### src/rtl/xlate_pkg.sv
// Shared types and helpers for the address translation unit.
// Assumes a permission triple ordered {execute, write, read}.
package xlate_pkg;

    typedef enum logic [1:0] {
        FLT_NONE = 2'd0,
        FLT_PAGE = 2'd1,
        FLT_PROT = 2'd2
    } fault_e;

    typedef enum logic [1:0] {
        W_IDLE  = 2'd0,
        W_ISSUE = 2'd1,
        W_WAIT  = 2'd2
    } walk_state_e;

    localparam logic [1:0] ACC_READ  = 2'd0;
    localparam logic [1:0] ACC_WRITE = 2'd1;
    localparam logic [1:0] ACC_EXEC  = 2'd2;

    // Decide whether a permission triple allows an access type.
    function automatic logic perm_allows(input logic [2:0] perm, input logic [1:0] typ);
        case (typ)
            ACC_READ:  perm_allows = perm[0];
            ACC_WRITE: perm_allows = perm[1];
            ACC_EXEC:  perm_allows = perm[2];
            default:   perm_allows = 1'b0;
        endcase
    endfunction

endpackage

### src/rtl/xlate_tlb.sv
// Fully associative translation buffer with round-robin fill.
// Assumes the owner never installs a page number that is already present,
// so at most one slot hits. Flush wins over a same-cycle install.
module xlate_tlb #(
    parameter int VPN_W = 20,
    parameter int NENT  = 4
) (
    input  logic             clk,
    input  logic             rst_n,
    input  logic             flush,
    input  logic [VPN_W-1:0] lk_vpn,
    output logic             hit,
    output logic [VPN_W-1:0] hit_ppn,
    output logic [2:0]       hit_perm,
    input  logic             ins_en,
    input  logic [VPN_W-1:0] ins_vpn,
    input  logic [VPN_W-1:0] ins_ppn,
    input  logic [2:0]       ins_perm
);
    localparam int PTR_W = (NENT > 1) ? $clog2(NENT) : 1;

    logic [NENT-1:0]  vld_q;
    logic [VPN_W-1:0] tag_q  [NENT];
    logic [VPN_W-1:0] ppn_q  [NENT];
    logic [2:0]       perm_q [NENT];
    logic [PTR_W-1:0] ptr_q;
    logic [NENT-1:0]  hit_vec;

    // Per-slot tag compare.
    for (genvar g = 0; g < NENT; g++) begin : g_cmp
        assign hit_vec[g] = vld_q[g] && (tag_q[g] == lk_vpn);
    end

    // Merge the hitting slot's payload onto the outputs.
    always_comb begin
        hit_ppn  = '0;
        hit_perm = '0;
        for (int i = 0; i < NENT; i++) begin
            if (hit_vec[i]) begin
                hit_ppn  = hit_ppn | ppn_q[i];
                hit_perm = hit_perm | perm_q[i];
            end
        end
    end
    assign hit = |hit_vec;

    // Slot storage: clear on reset or flush, fill the pointed slot on install.
    always_ff @(posedge clk) begin
        if (!rst_n) begin
            vld_q <= '0;
            ptr_q <= '0;
        end else if (flush) begin
            vld_q <= '0;
        end else if (ins_en) begin
            for (int i = 0; i < NENT; i++) begin
                if (ptr_q == PTR_W'(i)) begin
                    vld_q[i]  <= 1'b1;
                    tag_q[i]  <= ins_vpn;
                    ppn_q[i]  <= ins_ppn;
                    perm_q[i] <= ins_perm;
                end
            end
            ptr_q <= (ptr_q == PTR_W'(NENT - 1)) ? '0 : ptr_q + 1'b1;
        end
    end

    // no two slots may ever match the same page number.
    p_unique_hit_r9: assert property (@(posedge clk) disable iff (!rst_n)
        $onehot0(hit_vec));

    // a flush leaves no valid slot behind.
    p_flush_clears_r10: assert property (@(posedge clk) disable iff (!rst_n)
        flush |=> (vld_q == '0));

endmodule

### src/rtl/xlate_walker.sv
// Single-level page-map reader: issues one word read per miss and waits.
// Assumes an aligned base and that memory answers every request exactly once.
module xlate_walker #(
    parameter int VA_W  = 32,
    parameter int VPN_W = 20
) (
    input  logic             clk,
    input  logic             rst_n,
    input  logic             start,
    input  logic [VPN_W-1:0] start_vpn,
    input  logic [VA_W-1:0]  base,
    output logic             busy,
    output logic             done,
    output logic [VPN_W-1:0] cur_vpn,
    output logic             mem_req,
    output logic [VA_W-1:0]  mem_addr,
    input  logic             mem_rvalid
);
    import xlate_pkg::*;

    localparam int PAD_W = VA_W - VPN_W - 2;

    walk_state_e      state_q;
    logic [VPN_W-1:0] vpn_q;

    // Walk sequencing: idle -> issue one read -> wait for data.
    always_ff @(posedge clk) begin
        if (!rst_n) begin
            state_q <= W_IDLE;
            vpn_q   <= '0;
        end else begin
            case (state_q)
                W_IDLE:  if (start) begin
                             state_q <= W_ISSUE;
                             vpn_q   <= start_vpn;
                         end
                W_ISSUE: state_q <= W_WAIT;
                W_WAIT:  if (mem_rvalid) state_q <= W_IDLE;
                default: state_q <= W_IDLE;
            endcase
        end
    end

    assign busy     = (state_q != W_IDLE);
    assign mem_req  = (state_q == W_ISSUE);
    assign done     = (state_q == W_WAIT) && mem_rvalid;
    assign cur_vpn  = vpn_q;
    assign mem_addr = base + {{PAD_W{1'b0}}, vpn_q, 2'b00};

    // the page-map read is a single-cycle pulse.
    p_mem_pulse_r2: assert property (@(posedge clk) disable iff (!rst_n)
        mem_req |=> !mem_req);

    // memory is only asked while the unit reports busy.
    p_req_in_walk_r8: assert property (@(posedge clk) disable iff (!rst_n)
        mem_req |-> busy);

endmodule

### src/rtl/addr_xlate_top.sv
// Paged address translation unit: pass-through when the base is zero,
// buffered lookup on hit, single-level page-map walk on miss, and
// per-access permission checks. Assumes pm_base is stable during a walk
// and that flush is pulsed after every base change.
module addr_xlate_top #(
    parameter int VA_W  = 32,
    parameter int OFF_W = 12,
    parameter int NENT  = 4
) (
    input  logic            clk,
    input  logic            rst_n,
    input  logic            flush,
    input  logic [VA_W-1:0] pm_base,
    input  logic            req_valid,
    input  logic [VA_W-1:0] req_vaddr,
    input  logic [1:0]      req_type,
    output logic            busy,
    output logic            rsp_valid,
    output logic [VA_W-1:0] rsp_paddr,
    output logic [1:0]      rsp_fault,
    output logic            mem_req,
    output logic [VA_W-1:0] mem_addr,
    input  logic            mem_rvalid,
    input  logic [VA_W-1:0] mem_rdata
);
    import xlate_pkg::*;

    localparam int VPN_W = VA_W - OFF_W;

    logic             walk_busy, walk_done, accept, xlate_off, walk_start;
    logic             tlb_hit, pte_ok, install;
    logic [VPN_W-1:0] req_vpn, tlb_ppn, walk_vpn, pte_ppn;
    logic [2:0]       tlb_perm, pte_perm;
    logic [VA_W-1:0]  base_al;
    logic [1:0]       typ_q;
    logic [OFF_W-1:0] off_q;

    assign busy       = walk_busy;
    assign accept     = req_valid && !walk_busy;
    assign xlate_off  = (pm_base == '0);
    assign base_al    = {pm_base[VA_W-1:2], 2'b00};
    assign req_vpn    = req_vaddr[VA_W-1:OFF_W];
    assign walk_start = accept && !xlate_off && !tlb_hit;

    // Page-map word decode.
    assign pte_ppn  = mem_rdata[VA_W-1:OFF_W];
    assign pte_perm = mem_rdata[3:1];
    assign pte_ok   = mem_rdata[0] && (mem_rdata[OFF_W-1:4] == '0);
    assign install  = walk_done && pte_ok && perm_allows(pte_perm, typ_q);

    xlate_tlb #(.VPN_W(VPN_W), .NENT(NENT)) u_tlb (
        .clk      (clk),
        .rst_n    (rst_n),
        .flush    (flush),
        .lk_vpn   (req_vpn),
        .hit      (tlb_hit),
        .hit_ppn  (tlb_ppn),
        .hit_perm (tlb_perm),
        .ins_en   (install),
        .ins_vpn  (walk_vpn),
        .ins_ppn  (pte_ppn),
        .ins_perm (pte_perm)
    );

    xlate_walker #(.VA_W(VA_W), .VPN_W(VPN_W)) u_walk (
        .clk        (clk),
        .rst_n      (rst_n),
        .start      (walk_start),
        .start_vpn  (req_vpn),
        .base       (base_al),
        .busy       (walk_busy),
        .done       (walk_done),
        .cur_vpn    (walk_vpn),
        .mem_req    (mem_req),
        .mem_addr   (mem_addr),
        .mem_rvalid (mem_rvalid)
    );

    // Hold the access type and offset of the request being walked.
    always_ff @(posedge clk) begin
        if (!rst_n) begin
            typ_q <= '0;
            off_q <= '0;
        end else if (walk_start) begin
            typ_q <= req_type;
            off_q <= req_vaddr[OFF_W-1:0];
        end
    end

    // Response register: pass-through, hit result, or end-of-walk result.
    always_ff @(posedge clk) begin
        if (!rst_n) begin
            rsp_valid <= 1'b0;
            rsp_paddr <= '0;
            rsp_fault <= FLT_NONE;
        end else begin
            rsp_valid <= 1'b0;
            if (accept && xlate_off) begin
                rsp_valid <= 1'b1;
                rsp_paddr <= req_vaddr;
                rsp_fault <= FLT_NONE;
            end else if (accept && tlb_hit) begin
                rsp_valid <= 1'b1;
                if (perm_allows(tlb_perm, req_type)) begin
                    rsp_paddr <= {tlb_ppn, req_vaddr[OFF_W-1:0]};
                    rsp_fault <= FLT_NONE;
                end else begin
                    rsp_paddr <= '0;
                    rsp_fault <= FLT_PROT;
                end
            end else if (walk_done) begin
                rsp_valid <= 1'b1;
                if (!pte_ok) begin
                    rsp_paddr <= '0;
                    rsp_fault <= FLT_PAGE;
                end else if (!perm_allows(pte_perm, typ_q)) begin
                    rsp_paddr <= '0;
                    rsp_fault <= FLT_PROT;
                end else begin
                    rsp_paddr <= {pte_ppn, off_q};
                    rsp_fault <= FLT_NONE;
                end
            end
        end
    end

    // pass-through answers next cycle with the address untouched.
    p_passthru_r3: assert property (@(posedge clk) disable iff (!rst_n)
        (accept && xlate_off) |=> (rsp_valid && rsp_fault == FLT_NONE
                                   && rsp_paddr == $past(req_vaddr)));

    // a hit answers next cycle without entering a walk.
    p_hit_next_r7: assert property (@(posedge clk) disable iff (!rst_n)
        (accept && !xlate_off && tlb_hit) |=> (rsp_valid && !busy));

    // a miss raises busy and withholds the response.
    p_miss_busy_r8: assert property (@(posedge clk) disable iff (!rst_n)
        walk_start |=> (busy && !rsp_valid));

    // only fault-free walks are cached.
    p_install_clean_r5: assert property (@(posedge clk) disable iff (!rst_n)
        install |=> (rsp_valid && rsp_fault == FLT_NONE));

    // nothing is reported while reset is held.
    p_reset_quiet_r12: assert property (@(posedge clk)
        !rst_n |=> (!rsp_valid && !busy));

endmodule

### config.mk
export PLATFORM = sky130hd
export DESIGN_NAME = addr_xlate_top
export DESIGN_NICKNAME = d
export VERILOG_FILES = /design/src/rtl/xlate_pkg.sv /design/src/rtl/xlate_tlb.sv /design/src/rtl/xlate_walker.sv /design/src/rtl/addr_xlate_top.sv
export SDC_FILE = /design/constraint.sdc
export NUM_CORES = 1
export LEC_CHECK = 0
export ABC_CLOCK_PERIOD_IN_PS = 3900
export BUFFER_PORTS_ARGS = -buffer_cell sky130_fd_sc_hd__buf_2
export CAP_MARGIN = 40
export CORE_ASPECT_RATIO = 2
export CORE_UTILIZATION = 35
export CTS_BUF_LIST = sky130_fd_sc_hd__clkbuf_16
export CTS_CLUSTER_DIAMETER = 50
export DETAILED_ROUTE_END_ITERATION = 8
export GPL_TIMING_DRIVEN = 0
export SKIP_LAST_GASP = 1
export SYNTH_ARGS = -nofsm -noshare
export SYNTH_HDL_FRONTEND = slang
export SYNTH_HIERARCHICAL = 1
export SYNTH_SLANG_ARGS = --single-unit
### constraint.sdc
create_clock -name clk -period 3.9 [get_ports clk]
set_input_delay 0.585 -clock clk [delete_from_list [all_inputs] [get_ports clk]]
set_output_delay 0.585 -clock clk [all_outputs]
set_load 0.005 [all_outputs]
==> metrics.txt <==
Die Area 0.0349 mm^2; DRT Pass-1 Iters 5; DR vias 8821; sequential share of power 52.7%; number of synthesized flops with an enable pin 172; Max Cap Viol 0; most common cell after layout, fill and taps aside buf_2; Yosys cell types 76; total length of routed wires 35.6 mm; CP Max Fanout 10; Post-Synthesis Cells 995; clock power share 35.7%; Crit Path Category input pin to register; Sw Ratio 24.6%; number of global-route vias before repair 9193; area of the multi-input gates 0.00475 mm^2; Placed Area 0.0134 mm^2; Total GRT Usage 20.6%; Post-CTS Hold Buffers 0; Setup-failing EPs final 0; most frequent cells in the layout buf_2, edfxtp_1, nand3_1; Yosys top cell by area edfxtp_1; Initial Util 35.5%; Slew Limit Fails 0; switching power 1.36 mW; Power, Total 5.53 mW; DR iter-0 viols 515; final hold violation count 0; Die Ht 263 um; CP required 4.36 ns; Yosys warning count 6; clock latency on the worst-skew pair 0.51 ns; Synth top area share 43.3%; placed cells 1605; Avg Cell Area, Syn 12.0 um^2; fill count 3157; fmax 265 MHz; post-route ant nets 0; TritonCTS clock tree yes; status complete, no violations; Core Rows 95; critical path startpoint category input pin; Root Buffer Master clkbuf_16; Slew @ Worst Pin 1.08 ns; PortBufs 169; sequential element share of the synthesized area 56.2%; Async SR Flop Fraction 0%; Pint 4.17 mW; synthesized area 0.0119 mm^2; Final nets 1319; Critical Path AT 4.23 ns; Max IR drop VDD 0.232 mV; Die Width 133 um; Finished Core Util 41.8%; GRT overflow 0; ratio of cells with drive above 1 in the final layout 24.3%; pin count of the biggest net entering global routing 29; min Tclk post-route 3.77 ns; initial antenna violation count 4; clock slew at reported path FFs 0.07 ns; ranking of synthesized cells by area edfxtp_1, dfxtp_1, xnor2_1; worst hold-check path type input pin to register; Comb power frac 11.6%; H-tree Lvls 1; Max clock buf depth 3; global-route wire length before repair 54.1 mm; pwr dens 393 mW/mm^2; HPWL after DPL 27.3 mm; area grow syn2layout 17.8%; fin area 0.0141 mm^2; leak pwr 5.34 nW; vias per inst 5.36; CP Capture Type register; wire per inst 21.7 um; CTS buffer count 20; post-CTS sizing 2; ys flop type edfxtp_1; postcts setup bufs 0; synthesized flop and latch total 249; gpl congestion 0.868; worst clock skew 0.0134 ns; Clock Sinks 249; num ports 172; sequential cell area 0.00671 mm^2; Remaining DRCs 0; RSZ-0062 raised after global routing false; max_slew headroom 28.2%; core area 0.0336 mm^2; fin crit share 96.7%; Post-Layout Cell Count 1645
## power by group through the flow
stage / Clock [mW] / Sequential (mW) / Combinational [mW]
after detailed placement: 0 / 2.97 / 0.641
final: 1.98 / 2.91 / 0.640
after global placement: 0 / 2.97 / 0.634
after global routing: 2.10 / 2.92 / 0.700
after floorplan: 0 / 2.95 / 0.372
after CTS: 2.01 / 2.91 / 0.645
## cells in the mapped netlist (6+ instances only)
library cell and count:
nand2b_1 21, inv_1 17, ha_1 24, buf_2 25, buf_6 6, and2_1 18, xor2_1 18, clkbuf_1 24
a21boi_0 20, o221a_2 6, o21a_1 6, nand3_1 90, and3_1 11, nor2b_1 22, buf_4 11, nor4_2 6
nand2_1 68, a21o_1 6, a32o_1 20, a22oi_1 14, o221a_1 7, nand4_1 64, mux2i_1 16, dfxtp_1 77
xnor2_1 85, a21oi_1 24, nor2_1 15, o21ai_0 12, edfxtp_1 172, a221o_1 20, nor3_1 7
## logic make-up after synthesis
| logic type | synth area share (%) |
|---|---|
| AND/OR/NAND/NOR | 16.6 |
| flip-flops | 56.2 |
| AO/OA/AOI/OAI | 11.5 |
| XOR/XNOR | 7.56 |
| buffers and inverters | 4.09 |
| adder cells (fa/ha/maj) | 2.68 |
| multiplexers | 1.34 |
| other | 0.0314 |
## critical path, stage by stage
cell	delay, ns
buf_2	0.15
clkbuf_1	0.36
xnor2_1	0.18
nand4_1	0.28
nor2_2	0.38
clkbuf_2	0.35
nand3_1	0.13
nand4_1	0.13
mux2i_1	0.13
o21a_1	0.23
nor2_1	0.40
clkbuf_1	0.47
a221o_1	0.28
a32o_1	0.17
## stage by stage
step / hold slack [ns] / setup slack, ns / TNS (ns)
CTS: 0.283 / 0.0421 / 0
detailed placement: 0.436 / -0.792 / -14.92
finish: 0.302 / 0.128 / 0
global route: 0.287 / 0.0272 / 0
global placement: 0.426 / -0.797 / -93.61
floorplan: 0.418 / 0.600 / 0
## path summary, 6_finish.rpt
check	from	to	slack (ns)	cells past startpoint
setup / recovery	req_vaddr[28]	rsp_paddr[23]$_SDFFE_PN0P_	0.13	14
hold / removal	mem_rdata[14]	u_tlb/ppn_q[1][2]$_DFFE_PP_	0.30	1
setup reg to reg	u_tlb/tag_q[0][1]$_DFFE_PP_	rsp_paddr[23]$_SDFFE_PN0P_	0.14	12
hold reg to reg	u_tlb/vld_q[1]$_SDFFE_PP0P_	u_tlb/vld_q[1]$_SDFFE_PP0P_	0.46	1
## state kept, by name (all words and copies together), names as in the netlist, 4 cells and up
register / flops
off_q: 12
u_tlb/ppn_q: 80
rsp_paddr: 32
u_tlb/tag_q: 80
u_tlb/perm_q: 12
u_tlb/vld_q: 4
u_walk/cur_vpn: 20
## layout make-up
type | count | share of cell area, %
sequential | 249 | 47.7
clock buffer | 22 | 3.92
antenna | 4 | 0.0712
clock inverter | 14 | 0.552
tap | 436 | 3.88
buffer | 72 | 3.02
timing repair buffer | 173 | 6.59
inverter | 18 | 0.481
multi-input combinational | 657 | 33.8
## metal layers
| metal | track usage [%] | wire (um) |
|---|---|---|
| met1 | 20.2 | 12000 |
| met2 | 40.7 | 20300 |
| met3 | 1.87 | 1290 |
| met4 | 12.4 | 2010 |
| met5 | 0 | 0 |
Power figures use the tool's default switching activity.
